$ cat src/rtl/irq_agg_pkg.sv
package irq_agg_pkg;
  localparam int DATA_W   = 32;
  localparam int TX_N     = 5;
  localparam int TX_LSB   = 0;
  localparam int RX_N     = 4;
  localparam int RX_LSB   = 9;
  localparam int CORE_N   = 8;
  localparam int CORE_LSB = 16;
  localparam int VBUS_BIT = 24;

  localparam int OFF_REV     = 'h00;
  localparam int OFF_CTL     = 'h04;
  localparam int OFF_SRC     = 'h20;
  localparam int OFF_SRC_SET = 'h24;
  localparam int OFF_SRC_CLR = 'h28;
  localparam int OFF_MSK     = 'h2C;
  localparam int OFF_MSK_SET = 'h30;
  localparam int OFF_MSK_CLR = 'h34;
  localparam int OFF_MASKED  = 'h38;
  localparam int OFF_EOI     = 'h3C;

  // One-cycle strobes from the decoder to the state holding logic.
  typedef struct packed {
    logic srcSet;
    logic srcClr;
    logic mskSet;
    logic mskClr;
    logic eoi;
    logic softRst;
  } strobe_t;

  function automatic logic [DATA_W-1:0] validBits();
    logic [DATA_W-1:0] v;
    v = '0;
    v[TX_LSB +: TX_N]     = '1;
    v[RX_LSB +: RX_N]     = '1;
    v[CORE_LSB +: CORE_N] = '1;
    v[VBUS_BIT]           = 1'b1;
    return v;
  endfunction
endpackage

$ cat src/rtl/irq_agg_ctrl.sv
module irq_agg_ctrl
  import irq_agg_pkg::*;
#(
  parameter int                ADDR_W = 8,
  parameter logic [DATA_W-1:0] REV_ID = 32'h0A61_0203
) (
  input  logic              clk,
  input  logic              rstN,
  input  logic [ADDR_W-1:0] regAddr,
  input  logic              regWe,
  input  logic              ctlBit0,
  input  logic [DATA_W-1:0] srcQ,
  input  logic [DATA_W-1:0] mskQ,
  output strobe_t           strb,
  output logic [DATA_W-1:0] regRdata
);
  function automatic logic hit(input logic [ADDR_W-1:0] a, input int off);
    return a == ADDR_W'(off);
  endfunction

  // Write decode: at most one strobe per cycle.
  always_comb begin
    strb = '0;
    if (regWe) begin
      strb.srcSet  = hit(regAddr, OFF_SRC_SET);
      strb.srcClr  = hit(regAddr, OFF_SRC_CLR);
      strb.mskSet  = hit(regAddr, OFF_MSK_SET);
      strb.mskClr  = hit(regAddr, OFF_MSK_CLR);
      strb.eoi     = hit(regAddr, OFF_EOI);
      strb.softRst = hit(regAddr, OFF_CTL) && ctlBit0;
    end
  end

  // Read mux; source aliases and mask aliases share their views.
  always_comb begin
    regRdata = '0;
    if (hit(regAddr, OFF_REV))
      regRdata = REV_ID;
    else if (hit(regAddr, OFF_SRC) || hit(regAddr, OFF_SRC_SET) || hit(regAddr, OFF_SRC_CLR))
      regRdata = srcQ;
    else if (hit(regAddr, OFF_MSK) || hit(regAddr, OFF_MSK_SET) || hit(regAddr, OFF_MSK_CLR))
      regRdata = mskQ;
    else if (hit(regAddr, OFF_MASKED))
      regRdata = srcQ & mskQ;
  end

  // decoded strobes never overlap
  a_r9_strobe_onehot: assert property (@(posedge clk) disable iff (!rstN)
    $onehot0(strb));
endmodule

$ cat src/rtl/irq_agg_datapath.sv
module irq_agg_datapath
  import irq_agg_pkg::*;
(
  input  logic              clk,
  input  logic              rstN,
  input  strobe_t           strb,
  input  logic [DATA_W-1:0] wdata,
  input  logic [TX_N-1:0]   txEvt,
  input  logic [RX_N-1:0]   rxEvt,
  input  logic [CORE_N-1:0] coreEvt,
  input  logic              vbusEvt,
  output logic [DATA_W-1:0] srcQ,
  output logic [DATA_W-1:0] mskQ,
  output logic              irqOut
);
  localparam logic [DATA_W-1:0] VALID = validBits();

  logic [DATA_W-1:0] hwLevel, prevQ, hwEdge;
  logic [DATA_W-1:0] srcNext, mskNext, swSet, swClr, mSet, mClr;
  logic              irqQ, armedQ, anyPend, irqNext, armedNext;

  // Place each event group at its bit field.
  always_comb begin
    hwLevel = '0;
    hwLevel[TX_LSB +: TX_N]     = txEvt;
    hwLevel[RX_LSB +: RX_N]     = rxEvt;
    hwLevel[CORE_LSB +: CORE_N] = coreEvt;
    hwLevel[VBUS_BIT]           = vbusEvt;
  end

  always_ff @(posedge clk) begin
    if (!rstN) prevQ <= '0;
    else       prevQ <= hwLevel;
  end

  assign hwEdge = hwLevel & ~prevQ;

  assign swSet = strb.srcSet ? wdata : '0;
  assign swClr = strb.srcClr ? wdata : '0;
  assign mSet  = strb.mskSet ? wdata : '0;
  assign mClr  = strb.mskClr ? wdata : '0;

  // Hardware edges are ORed in after the clear, so they win.
  assign srcNext = (((srcQ | swSet) & ~swClr) | hwEdge) & VALID;
  assign mskNext = ((mskQ | mSet) & ~mClr) & VALID;

  assign anyPend   = |(srcQ & mskQ);
  assign irqNext   = anyPend && (irqQ || armedQ);
  assign armedNext = strb.eoi || (armedQ && !anyPend);

  always_ff @(posedge clk) begin
    if (!rstN || strb.softRst) begin
      srcQ   <= '0;
      mskQ   <= '0;
      irqQ   <= 1'b0;
      armedQ <= 1'b1;
    end else begin
      srcQ   <= srcNext;
      mskQ   <= mskNext;
      irqQ   <= irqNext;
      armedQ <= armedNext;
    end
  end

  assign irqOut = irqQ;

  logic [DATA_W-1:0] hwKeep;
  assign hwKeep = hwEdge & {DATA_W{!strb.softRst}};

  // the line only rises from the armed state
  a_r7_rise_needs_arm: assert property (@(posedge clk) disable iff (!rstN)
    $rose(irqOut) |-> $past(armedQ));
  // disarming happens only together with raising the line
  a_r7_disarm_with_irq: assert property (@(posedge clk) disable iff (!rstN)
    $fell(armedQ) |-> irqOut);
  // an end-of-interrupt write always leaves the block armed
  a_r7_eoi_rearms: assert property (@(posedge clk) disable iff (!rstN)
    strb.eoi && !strb.softRst |=> armedQ);
  // a captured edge is pending next cycle whatever software wrote
  a_r8_hw_set_wins: assert property (@(posedge clk) disable iff (!rstN)
    1'b1 |=> ((srcQ & $past(hwKeep)) == $past(hwKeep)));
  // soft reset empties the pending vector and the mask
  a_r9_soft_reset_clears: assert property (@(posedge clk) disable iff (!rstN)
    strb.softRst |=> (srcQ == '0 && mskQ == '0 && !irqOut));
endmodule

$ cat src/rtl/irq_eoi_aggregator.sv
module irq_eoi_aggregator
  import irq_agg_pkg::*;
#(
  parameter int                ADDR_W = 8,
  parameter logic [DATA_W-1:0] REV_ID = 32'h0A61_0203
) (
  input  logic              clk,
  input  logic              rstN,
  input  logic [ADDR_W-1:0] regAddr,
  input  logic              regWe,
  input  logic [DATA_W-1:0] regWdata,
  output logic [DATA_W-1:0] regRdata,
  input  logic [TX_N-1:0]   txEvt,
  input  logic [RX_N-1:0]   rxEvt,
  input  logic [CORE_N-1:0] coreEvt,
  input  logic              vbusEvt,
  output logic              irqOut
);
  strobe_t           strb;
  logic [DATA_W-1:0] srcQ, mskQ;

  irq_agg_ctrl #(.ADDR_W(ADDR_W), .REV_ID(REV_ID)) i_ctrl (
    .clk      (clk),
    .rstN     (rstN),
    .regAddr  (regAddr),
    .regWe    (regWe),
    .ctlBit0  (regWdata[0]),
    .srcQ     (srcQ),
    .mskQ     (mskQ),
    .strb     (strb),
    .regRdata (regRdata)
  );

  irq_agg_datapath i_dp (
    .clk     (clk),
    .rstN    (rstN),
    .strb    (strb),
    .wdata   (regWdata),
    .txEvt   (txEvt),
    .rxEvt   (rxEvt),
    .coreEvt (coreEvt),
    .vbusEvt (vbusEvt),
    .srcQ    (srcQ),
    .mskQ    (mskQ),
    .irqOut  (irqOut)
  );
endmodule

$ cat config.mk
export PLATFORM = sky130hd
export DESIGN_NAME = irq_eoi_aggregator
export DESIGN_NICKNAME = d
export VERILOG_FILES = /design/src/rtl/irq_agg_pkg.sv /design/src/rtl/irq_agg_ctrl.sv /design/src/rtl/irq_agg_datapath.sv /design/src/rtl/irq_eoi_aggregator.sv
export SDC_FILE = /design/constraint.sdc
export NUM_CORES = 1
export LEC_CHECK = 0
export CAP_MARGIN = 15
export CORE_AREA = 4 4 88 90
export DETAILED_ROUTE_END_ITERATION = 12
export DIE_AREA = 0 0 92 94
export PLACE_DENSITY = 0.8
export RECOVER_POWER = 100
export SLEW_MARGIN = 20
export SYNTH_ARGS = -nofsm -noshare
export SYNTH_HDL_FRONTEND = slang
export SYNTH_HIERARCHICAL = 1
export SYNTH_SLANG_ARGS = --single-unit
$ cat constraint.sdc
create_clock -name clk -period 4 [get_ports clk]
set_input_delay 0.8 -clock clk [delete_from_list [all_inputs] [get_ports clk]]
set_output_delay 0.8 -clock clk [all_outputs]
set_load 0.01 [all_outputs]
==> flow_summary.ini <==
[sta]
fmax_ghz = 0.252
fin_ws_ns = 0.0349
finalSetupViolations = 0
slew_violations = 39
fin_crit_ns = 3.97
slew_headroom_pct = -16.7
clock_skew_ns = 0.0101
whs_ns = 0.493
fin_crit_sh_pct = 99.1
hold_violations = 0
worst_pin_slew_ns = 1.75

[clock_network]
cts_root_buf = clkbuf_8
clkTransAtPathRegs_ns = 0.10
cts_max_path_buffers = 2
cts_tree = done
clkLatencyLatePin_ns = 0.31
cts.htree.levels = 2
ctsHoldBuffers = 0
clock_sinks = 56
cts_buffers = 5

[setup_path]
worstReg2RegStart = i_dp/srcQ[16]
cp-start-kind = input port
reg2reg_slack_ns = 2.67
r2r_end = i_dp/irqOut
reg2reg_depth = 4
critPathRequiredTime_ns = 3.20
critPathCaptureType = primary output
path_max_fanout = 16
arrival_ns = 3.17
critPathKind = in -> out

[final_layout]
fin_cells = 531
layout.nets = 492
diodes = 0
multi_input_area_um2 = 1620
regArea_um2 = 1120
fin_area_um2 = 3920
drive_gt1_share_pct = 7.64
area_growth_pct = 28.2
fillerInstances = 659

[yosys]
async_reset_ff_share_pct = 0
synth_top_cell_area_share_pct = 36.7
synth-seq-cells = 56
yosysTopAreaCell = dfxtp_1
synthTopCellsByCount = a21oi_1, dfxtp_1, a21o_1
synth.area.top_cells = dfxtp_1, a21oi_1, a21o_1, buf_4, a22o_1
ys_types = 35
synth_cells = 359
synth_edf_count = 0
yosysSeqAreaShare_pct = 36.7
yosysWarnings = 6
synth.avg_cell_area_um2 = 8.52
synth_most_common_cell = a21oi_1
synthFlopType = dfxtp_1
synthesis.area_um2 = 3060

[routing]
drt.antenna.violating_nets = 0
dr.pass1.iters = 5
first_iter_violations = 212
route.met2.wl_um = 4240
via_per_inst = 5.42
wl_met1_um = 3520
vias = 2876
wl_per_cell_um = 16.0
post-route-drc-count = 0
met3_length_um = 569
wl_um = 8500
routed.top_layer = met4

[global_routing]
grt_start_max_net_pins = 39
grt_usage_pct = 18.6
antenna_found_initial = 0
grt_pass1_vias = 2646
grt_first_pass_wirelength_um = 12900
overflow = 0

[floorplan]
fp.dieArea_um2 = 8650
die_y_um = 94
num_io_pins = 94
chipWidth_um = 92
rows = 31
start_util_pct = 43.3
core_um2 = 7060

[placed_design]
io_buffer_count = 67
dpl.hpwl_um = 5360
place_ws_ns = 0.00433
dpl_cell_area_um2 = 3760
dp_cells = 517
gp_congestion = 0.794

[pwr]
vdd_drop_max_v = 0.000153
p_leak_nw = 1.75
power_mw = 1.05
power.density_nw_per_um2 = 267

[worst_hold_path]
min_path_type = reg -> reg
holdPathStages = 2
worstHoldEndpoint = i_dp/irqOut
worstHoldStart = i_dp/irqOut

[job]
drv_cap = 1

[status]
violations = capacitance limit, slew limit
status = complete, but fails checks
metrics by stage:
stage | util (%) | setup TNS [ns]
after floorplan | - | 0
after global placement | 53.3 | 0
after detailed placement | 53.3 | 0
after CTS | 54.6 | 0
after global routing | 55.5 | -0.182
final | 55.5 | 0
sequential cells by signal, indices dropped and copies added (netlist names):
signal,cells
i_dp/prevQ,18
i_dp/irqOut,1
i_dp/srcQ,18
i_dp/armedQ,1
i_dp/mskQ,18
worst max-delay path, stage by stage:
cell and delay (ns):
clkdlybuf4s50_1 0.47, or4b_4 0.57, nor4_4 0.17, buf_4 0.17
buf_12 0.14, a21o_1 0.13, a221o_1 0.16, clkdlybuf4s50_1 0.55
how the worst max path moves through the flow:
stage / start / to / slack, ns / depth (start not counted)
3_3_place_gp: regAddr[1] / regRdata[22] / 0.07 / 7
5_1_grt: regAddr[1] / regRdata[1] / -0.06 / 8
3_5_place_dp: regAddr[1] / regRdata[16] / 0.004 / 7
2_1_floorplan: regAddr[2] / regRdata[4] / 1.09 / 5
6_report: regAddr[1] / regRdata[1] / 0.03 / 8
4_1_cts: regAddr[1] / regRdata[16] / 0.002 / 7
cell families (layout without fill, tap and decap cells):
group           after synthesis  count (layout)  share of synthesized area [%]
compound gates              165             165                           37.3
buf+inv                      69             115                           13.7
simple gates                 68              68                           12.3
flops                        56              56                           36.7
other cells                   1              28                          0.123
power by group:
part           internal [mW]  switching (mW)
clock                  0.125           0.180
combinational         0.0742          0.0662
sequential             0.581          0.0184
area by class of cell:
cell class,instances,share of cell area (%)
inverter,19,1.82
clock buffer,6,1.85
timing repair buffer,88,22.7
tap,99,3.16
multi-input combinational,261,41.4
sequential,56,28.6
clock inverter,2,0.415
layer usage:
metal / up-vias / global-route usage, %
met5: - / 0
met4: 0 / 5.32
met3: 20 / 4.33
met2: 109 / 32.7
met1: 1342 / 22.7
li1: 1405 / -
cells in the final DEF (no fill, tap or decap), drive strengths merged, types with 11 or more instances in the layout:
cell	n
conb	28
a21o	32
a211oi	18
and2	18
clkdlybuf4s50	62
dfxtp	56
inv	19
clkbuf	11
buf	16
a22o	24
a21oi	72
nor2	23
timing repair:
item | CTS | global route
endpoints found under the setup margin | 0 | 18
resized for setup | 0 | 2
setup buffers | 0 | 4
No activity file was read; power rests on OpenSTA's default activity.
